### src/rtl/tern_bfly4_pkg.sv
package tern_bfly4_pkg;
  // radix-4: four complex points, two words per point
  localparam int BF_PTS   = 4;
  localparam int BF_WORDS = 2 * BF_PTS;
  localparam int BF_IDXW  = $clog2(BF_WORDS);
  localparam int BF_CODEW = 2;
  localparam int BF_COEFW = BF_PTS * BF_PTS * BF_CODEW;
  localparam logic [BF_IDXW-1:0] BF_LAST = BF_IDXW'(BF_WORDS - 1);

  // strobes from control to datapath
  typedef struct packed {
    logic               capFirst;
    logic               capNext;
    logic [BF_IDXW-1:0] wrIdx;
    logic               loadOut;
    logic               outActive;
    logic [BF_IDXW-1:0] rdIdx;
  } bfly_ctl_t;
endpackage

### src/rtl/tern_bfly4_ctl.sv
module tern_bfly4_ctl
  import tern_bfly4_pkg::*;
(
  input  logic      clk,
  input  logic      rstN,
  input  logic      inValid,
  output bfly_ctl_t ctl,
  output logic      outValid
);
  logic               collecting;
  logic [BF_IDXW-1:0] inCnt;
  logic               loadPend;
  logic               outActive;
  logic [BF_IDXW-1:0] outCnt;
  logic               accept;

  assign accept = inValid && !collecting;

  always_ff @(posedge clk or negedge rstN) begin
    if (!rstN) begin
      collecting <= 1'b0;
      inCnt      <= '0;
      loadPend   <= 1'b0;
      outActive  <= 1'b0;
      outCnt     <= '0;
    end else begin
      if (accept) begin
        collecting <= 1'b1;
        inCnt      <= BF_IDXW'(1);
      end else if (collecting) begin
        inCnt <= inCnt + 1'b1;
        if (inCnt == BF_LAST) collecting <= 1'b0;
      end
      loadPend <= collecting && (inCnt == BF_LAST);
      if (loadPend) begin
        outActive <= 1'b1;
        outCnt    <= '0;
      end else if (outActive) begin
        outCnt <= outCnt + 1'b1;
        if (outCnt == BF_LAST) outActive <= 1'b0;
      end
    end
  end

  always_comb begin
    ctl.capFirst  = accept;
    ctl.capNext   = collecting;
    ctl.wrIdx     = accept ? '0 : inCnt;
    ctl.loadOut   = loadPend;
    ctl.outActive = outActive;
    ctl.rdIdx     = outCnt;
  end

  assign outValid = outActive && (outCnt == '0);

  // cycles since reset, saturating, so the latency check never looks before reset
  logic [3:0] upCnt;
  always_ff @(posedge clk or negedge rstN) begin
    if (!rstN) upCnt <= '0;
    else if (upCnt != 4'hF) upCnt <= upCnt + 1'b1;
  end


  out_first_chk: assert property (@(posedge clk) disable iff (!rstN)
    outValid |=> !outValid);


  load_valid_chk: assert property (@(posedge clk) disable iff (!rstN)
    loadPend |=> outValid);


  valid_src_chk: assert property (@(posedge clk) disable iff (!rstN)
    outValid |-> $past(loadPend));


  latency_chk: assert property (@(posedge clk) disable iff (!rstN)
    (upCnt >= 4'd10) && $past(accept, 9) |-> outValid);
endmodule

### src/rtl/tern_bfly4_dp.sv
module tern_bfly4_dp
  import tern_bfly4_pkg::*;
#(
  parameter int W = 16
) (
  input  logic                clk,
  input  logic                rstN,
  input  bfly_ctl_t           ctl,
  input  logic [W-1:0]        dataIn,
  input  logic [BF_COEFW-1:0] coefIn,
  output logic [W+1:0]        dataOut
);
  localparam int OW = W + 2;
  localparam logic [W-1:0] MIN_V = {1'b1, {(W-1){1'b0}}};
  localparam logic [W-1:0] MAX_V = ~MIN_V;

  logic [W-1:0]        sampBuf [BF_WORDS];
  logic [BF_COEFW-1:0] coefReg;
  logic [OW-1:0]       sumW    [BF_WORDS];
  logic [OW-1:0]       outReg  [BF_WORDS];

  // ternary selection with saturating negation, sign-extended to result width
  function automatic logic [OW-1:0] ternSel(input logic [1:0] code, input logic [W-1:0] x);
    logic [W-1:0] v;
    case (code)
      2'b01:   v = x;
      2'b11:   v = (x == MIN_V) ? MAX_V : (~x + 1'b1);
      default: v = '0;
    endcase
    return {{(OW-W){v[W-1]}}, v};
  endfunction

  always_ff @(posedge clk or negedge rstN) begin
    if (!rstN) begin
      for (int i = 0; i < BF_WORDS; i++) sampBuf[i] <= '0;
      coefReg <= '0;
    end else if (ctl.capFirst) begin
      sampBuf[0] <= dataIn;
      coefReg    <= coefIn;
    end else if (ctl.capNext) begin
      sampBuf[ctl.wrIdx] <= dataIn;
    end
  end

  // one four-term adder tree per output word
  for (genvar j = 0; j < BF_WORDS; j++) begin : g_word
    localparam int K = j / 2;
    localparam int P = j % 2;
    logic [OW-1:0] acc;
    always_comb begin
      acc = '0;
      for (int n = 0; n < BF_PTS; n++)
        acc = acc + ternSel(coefReg[(K*BF_PTS+n)*BF_CODEW +: BF_CODEW], sampBuf[2*n+P]);
    end
    assign sumW[j] = acc;
  end

  always_ff @(posedge clk or negedge rstN) begin
    if (!rstN) begin
      for (int i = 0; i < BF_WORDS; i++) outReg[i] <= '0;
    end else if (ctl.loadOut) begin
      for (int i = 0; i < BF_WORDS; i++) outReg[i] <= sumW[i];
    end
  end

  assign dataOut = ctl.outActive ? outReg[ctl.rdIdx] : '0;

  // row 0 holds only zero codes when the low bit of every code is clear
  logic rowZero0;
  always_comb begin
    rowZero0 = 1'b1;
    for (int n = 0; n < BF_PTS; n++)
      if (coefReg[n*BF_CODEW]) rowZero0 = 1'b0;
  end


  zero_row_chk: assert property (@(posedge clk) disable iff (!rstN)
    ctl.loadOut && rowZero0 |=> (outReg[0] == '0) && (outReg[1] == '0));
endmodule

### src/rtl/tern_bfly4.sv
module tern_bfly4
  import tern_bfly4_pkg::*;
#(
  parameter int W = 16
) (
  input  logic          clk,
  input  logic          rstN,
  input  logic          inValid,
  input  logic [W-1:0]  dataIn,
  input  logic [31:0]   coefIn,
  output logic          outValid,
  output logic [W+1:0]  dataOut
);
  bfly_ctl_t ctl;

  tern_bfly4_ctl u_ctl (
    .clk      (clk),
    .rstN     (rstN),
    .inValid  (inValid),
    .ctl      (ctl),
    .outValid (outValid)
  );

  tern_bfly4_dp #(.W(W)) u_dp (
    .clk     (clk),
    .rstN    (rstN),
    .ctl     (ctl),
    .dataIn  (dataIn),
    .coefIn  (coefIn),
    .dataOut (dataOut)
  );
endmodule

### config.mk
export PLATFORM = sky130hd
export DESIGN_NAME = tern_bfly4
export DESIGN_NICKNAME = d
export VERILOG_FILES = /design/src/rtl/tern_bfly4_pkg.sv /design/src/rtl/tern_bfly4_ctl.sv /design/src/rtl/tern_bfly4_dp.sv /design/src/rtl/tern_bfly4.sv
export SDC_FILE = /design/constraint.sdc
export NUM_CORES = 2
export LEC_CHECK = 0
export ABC_AREA = 0
export BUFFER_PORTS_ARGS = -buffer_cell sky130_fd_sc_hd__buf_2
export CAP_MARGIN = 25
export CORE_MARGIN = 3
export CORE_UTILIZATION = 38
export CTS_BUF_LIST = sky130_fd_sc_hd__clkbuf_4
export DETAILED_ROUTE_END_ITERATION = 6
export PLACE_DENSITY = 0.61
export SLEW_MARGIN = 20
export SYNTH_ARGS = -nofsm -noshare
export SYNTH_HDL_FRONTEND = slang
export SYNTH_SLANG_ARGS = --single-unit
### constraint.sdc
create_clock -name clk -period 7.8 [get_ports clk]
set_input_delay 1.17 -clock clk [delete_from_list [all_inputs] [get_ports clk]]
set_output_delay 1.17 -clock clk [all_outputs]
set_load 0.01 [all_outputs]
* After elaboration in Yosys (flattened, before gate mapping)
Cells that the tools add are included.
** Word-level totals
- ROM bits :: 0
- Memories :: 0
- Bits in latches :: 0
- Word-level logic and storage cells :: 181
- Input port bits :: 51
- Bits in writable memories :: 0
- Register bits after elaboration :: 313
** Cells by class
- Shift-type cells :: 0
- Multiply operators :: 0
- Bitwise operators :: 11
- Mux-type cells :: 60
- Divide/modulo/power cells :: 0
- $add $sub $neg :: 34
- Reductions and logical operators :: 9
- Magnitude comparators :: 3
- Equal/unequal tests :: 42
** Operator list (count)
- 16-bit one-hot mux with 2 select lines :: 32
- 18-bit adder :: 16
- 16-bit 2-to-1 mux :: 10
- 16-bit by 16-bit adder with 17-bit output :: 8
- 16-bit by 1-bit adder with 16-bit output, second input constant :: 8
- 128-bit bitwise mux :: 1
- 16-bit equality test, second input constant :: 8
- 128-bit 2-to-1 mux :: 1
- 16-bit inverter :: 8
- 18-bit binary-select mux with 3-bit select :: 1
- 18-bit 2-to-1 mux :: 3
- 16-bit demux with 3-bit select :: 1
- 2-bit by 1-bit equality test with 1-bit output, second input constant :: 16
- 2-bit equality test, second input constant :: 16
- 3-bit 2-to-1 mux :: 5
- 4-bit >= comparator, second input constant :: 2
- 3-bit inverter with 4-bit output :: 2
- 3-bit by 1-bit adder with 3-bit output, second input constant :: 2
- 3-bit equality test, second input constant :: 2
- 1-bit 2-to-1 mux :: 6
- 1-bit logical AND :: 4
- 4-bit by 1-bit < comparator with 1-bit output, second input constant :: 1
- 2-bit nonzero test :: 2
- 3-bit zero test :: 1
- other kinds (3) :: 3

* Depth between registers and ports, before layout
- Word-level depth :: 11
- Mapped depth :: 30
- Mapped depth without buffers :: 27

* Hierarchy
From an unflattened synthesis, not the netlist that was laid out.
** Unflattened totals
- Cells, all modules :: 4209
- Area total of the unflattened synthesis :: 36039.6 um^2
** Modules (own cells, without submodules)
- tern_bfly4_dp :: cells an instance 4166, seq. area each 7607.3 um^2, times used 1, area an instance 35580.4 um^2
- tern_bfly4_ctl :: cells an instance 43, seq. area each 225.2 um^2, times used 1, area an instance 459.2 um^2

* Worst setup path after synthesis
OpenSTA, ideal clock, no wires.
- Path type :: register to register
- Start point :: register u_dp.sampBuf[64] (netlist bit)
- End point :: register u_dp.outReg[88] (netlist bit)
- Stages on the path, launching flop included :: 29
- Setup time :: 124 ps
- Data arrival time :: 6713 ps
- Period minus slack after synthesis :: 6837 ps
- Slack :: 963 ps
- Cells stage by stage :: dfrtp_1 inv_1 ha_1 or3b_1 clkbuf_1 or4b_1 or3_1 clkbuf_1 nor3_2 nor2_1 a211oi_1 ha_1 a21oi_1 o21ai_0 a2111oi_0 o21ai_0 a21o_1 a21oi_1 xor2_1 fa_1 inv_1 ha_1 and4_1 and3_1 a21oi_1 a21boi_0 o21ai_0 a211oi_1 a211o_1
** On the way
- Longest elaborated chain between the ends :: 7
** RTL lines
- start: declaration :: RTL line tern_bfly4_dp.sv:17 : logic [W-1:0] sampBuf [BF_WORDS];
- start signal: indexed assignment :: RTL line tern_bfly4_dp.sv:41 : sampBuf[ctl.wrIdx] <= dataIn;
- 16-bit inverter :: RTL line tern_bfly4_dp.sv:27 : 2'b11: v = (x == MIN_V) ? MAX_V : (~x + 1'b1);
- 16-bit by 1-bit adder with 16-bit output :: RTL line tern_bfly4_dp.sv:27
- 16-bit 2-to-1 mux :: RTL line tern_bfly4_dp.sv:27
- 16-bit one-hot mux with 2 select lines * :: RTL line tern_bfly4_dp.sv:25 : case (code)
- 16-bit by 16-bit adder with 17-bit output * :: RTL line tern_bfly4_dp.sv:53 : acc = acc + ternSel(coefReg[(K*BF_PTS+n)*BF_CODEW +: BF_CODEW], sampBuf[2*n+P]);
- 18-bit adder * (2 in series) :: RTL line tern_bfly4_dp.sv:53
- end: declaration :: RTL line tern_bfly4_dp.sv:20 : logic [OW-1:0] outReg [BF_WORDS];
Mark *: on every way between the ends. The rest lies on a longest branch, timed or not.
A chain may end at the register's enable or synchronous reset.

* Worst setup path after layout
- Start point :: register u_dp.sampBuf[65] (netlist bit)
- End point :: register u_dp.outReg[53] (netlist bit)
Same word-level chain as after synthesis.

==> results.txt <==
clock-pin slew on the worst setup and hold paths: 0.06 ns
hold_buf cts: 0
post-synthesis cell area: 37880 sq um
Routed WL: 149700 um
largest family of logic cells by synthesized area: compound AO/OA/AOI/OAI gates
Die H: 321.7 um
Port Buffers: 69
Startpoint Class: flop
Seq/Total Area, Yosys: 0.2068
Clock Skews: 0.07653 ns
syn nets: 5013
GRT Overall Usage: 0.2828
Starting Density: 0.3843
Routed Antenna Nets: 0
Clk Latency, worst-skew pair: 0.92 ns
antenna violations before repair: 10
pin count of the biggest net entering global routing: 125
Main synth FF type: dfrtp_1
#FFs+latches synth: 313
DR WL/cell: 25.70 um
router iterations before antenna repair: 6
yosys warns: 0
routability cong.: 1.028
Tmin final: 7.425 ns
via count: 35860
Crit. End Element: flop
post-synthesis simple-gate area fraction: 0.1467
Worst Path Max Fanout: 8
Synth Area in XOR/XNOR: 0.05017
Sink Count: 313
Total Negative Setup Slacks: 0 ns
CTS H-tree lvls: 3
vias in the first global route: 33310
number of synthesized flops with an enable pin: 0
Final Setup Violations: 0
f_max: 134.7 MHz
R2R cell count: 26
std cell rows: 115
Hold Crit Class: in2async
Area growth, synth to finish: 6.920%
GRT overflow: 0
die area: 103500 sq um
Hold Vio Cnt, Final: 0
Worst Path Arrival: 8.17 ns
mux cell area share after synthesis: 0.1119
via-per-instance ratio: 6.159
first-pass GRT wire length: 219000 um
layout cells sized above 1: 0.1427
post-synthesis instance total: 4541
RSZ-0062 raised after global routing: false
Synth async-reset ratio: 1.000
Synth cell types: 82
max-cap viol count: 0
Root Buffer: clkbuf_4
post-synthesis adder-cell area fraction: 0.1692
period utilization: 0.9519
Synth Area in Compound Gates: 0.2521
commonest non-fill, non-tap cell in the layout: a21oi_1
CTS tree: done
CP required: 8.55 ns
status: finished clean
most frequent cells in the layout: a21oi_1 (489), nor2_1 (412), nand2_1 (300), dfrtp_1 (299), inv_1 (298)
fin. max-slew vios: 0
Die X-Extent: 321.7 um
relative slew slack: 0.3181
Syn Area/Cell: 8.342 sq um
Num CTS Buffers: 91
NumNets Final: 4929
post-CTS resize count: 0
Post-CTS Setup Repair Bufs: 0
Starting DRT DRC Count: 4804
HPWL after DPL: 117700 um
Max Root-Sink Buffers: 3
Worst-Margin Slew: 1.023 ns
Setup Crit Path Kind: reg2reg
DRC violations left: 0
Ports: 70
area of the core: 98560 sq um
-- cells in the mapped netlist, types with 54 or more instances --
master | instances | share of area
a21oi_1 | 489 | 0.065
o21a_1 | 55 | 0.011
o21ai_0 | 198 | 0.026
nand2_1 | 300 | 0.030
a311oi_1 | 107 | 0.025
dfrtp_1 | 313 | 0.21
mux2_2 | 236 | 0.070
ha_1 | 269 | 0.089
nor3_1 | 65 | 0.0086
nand2b_1 | 62 | 0.010
nor2b_1 | 54 | 0.0089
xor2_1 | 88 | 0.020
nor2_1 | 412 | 0.041
or3_1 | 63 | 0.010
a211oi_1 | 142 | 0.028
mux2i_1 | 77 | 0.020
nand3_1 | 57 | 0.0075
fa_1 | 152 | 0.080
a21o_1 | 87 | 0.017
xnor2_1 | 129 | 0.030
a311o_1 | 71 | 0.019
clkbuf_1 | 292 | 0.029
inv_1 | 298 | 0.030
-- cell type report --
| type | count | area [sq um] |
|---|---|---|
| diodes | 3 | 7.507 |
| clock buffers | 133 | 998.5 |
| clock inverters | 36 | 192.7 |
| fillers | 9991 | 58060 |
| inverters | 307 | 1152 |
| multi-input cells | 3592 | 27690 |
| flip-flops and latches | 313 | 7853 |
| well taps | 1287 | 1610 |
| repair buffers | 152 | 998.5 |
-- sequential cells by signal, indices dropped and copies added (netlist names) --
signal,cells
u_ctl.loadPend,1
u_dp.sampBuf,128
u_dp.outReg,144
u_ctl.outCnt,3
u_ctl.collecting,1
u_ctl.inCnt,3
u_ctl.outActive,1
u_dp.coefReg,32
-- critical path, cell delays in order, from the launching register on --
cell       delay, ns
dfrtp_1         0.44
inv_1           0.08
ha_1            0.17
or3b_1          0.41
or4b_1          0.60
or3_1           0.47
nor3_2          0.29
buf_4           0.24
a21oi_1         0.09
nor2_1          0.12
ha_1            0.22
fa_1            0.23
a21o_1          0.16
a211oi_1        0.11
o31ai_1         0.46
o31ai_1         0.12
buf_4           0.17
o21ai_0         0.34
a2111oi_0       0.16
mux2_2          0.38
fa_1            0.49
ha_1            0.37
nand3_1         0.11
or3_1           0.34
a211oi_1        0.34
nor4_1          0.10
o31a_1          0.24
-- logic make-up (layout without fill, tap and decap cells) --
logic type / after synthesis / after routing
DFF: 313 / 313
AOI/OAI and AO/OA: 1433 / 1433
adders and majority gates: 421 / 421
xor gates and xnor gates: 217 / 217
and+or+nand+nor: 1172 / 1172
muxes: 349 / 349
buffers and inverters: 636 / 628
other: 0 / 3
-- per-layer routing --
metal  wire length (um)  vias to the layer above  global-route usage
met5                 21                        -                   0
met3              16800                      300             0.07722
met4               6846                        4              0.1149
met2              61570                     1923              0.4099
met1              64430                    17180              0.3963
li1                   -                    16460                   -
-- per-stage QoR --
stage | setup slack (ns) | cells | hold WS, ns | util | area (sq um)
floorplan | 0.9629 | 4541 | 0.4379 | - | 37880
detailed placement | 0.1225 | 5650 | 0.4690 | 0.3984 | 39270
global placement | 0.1024 | 5649 | 0.4681 | 0.3983 | 39250
CTS | 0.03321 | 5819 | 0.1709 | 0.4105 | 40460
global route | 0.008777 | 5821 | 0.2418 | 0.4109 | 40500
finish | 0.3751 | 5823 | 0.2153 | 0.4109 | 40500
-- worst paths after layout --
| kind | from | endpoint | slack (ns) |
|---|---|---|---|
| max in group asynchronous | rstN | u_dp.coefReg[28]$_DFFE_PN0P_ | 6.17 |
| min in group clk | coefIn[6] | u_dp.coefReg[6]$_DFFE_PN0P_ | 0.48 |
| hold reg to reg | u_dp.outReg[36]$_DFFE_PN0P_ | u_dp.outReg[36]$_DFFE_PN0P_ | 0.48 |
| setup reg to reg | u_dp.sampBuf[65]$_DFFE_PN0P_ | u_dp.outReg[53]$_DFFE_PN0P_ | 0.38 |
| hold / removal | rstN | u_dp.sampBuf[110]$_DFFE_PN0P_ | 0.22 |
| setup / recovery | u_dp.sampBuf[65]$_DFFE_PN0P_ | u_dp.outReg[53]$_DFFE_PN0P_ | 0.38 |
Power is left out: the tool's default activity adds up to more than one toggle a clock period on the data nets, which glitch-free logic cannot reach.
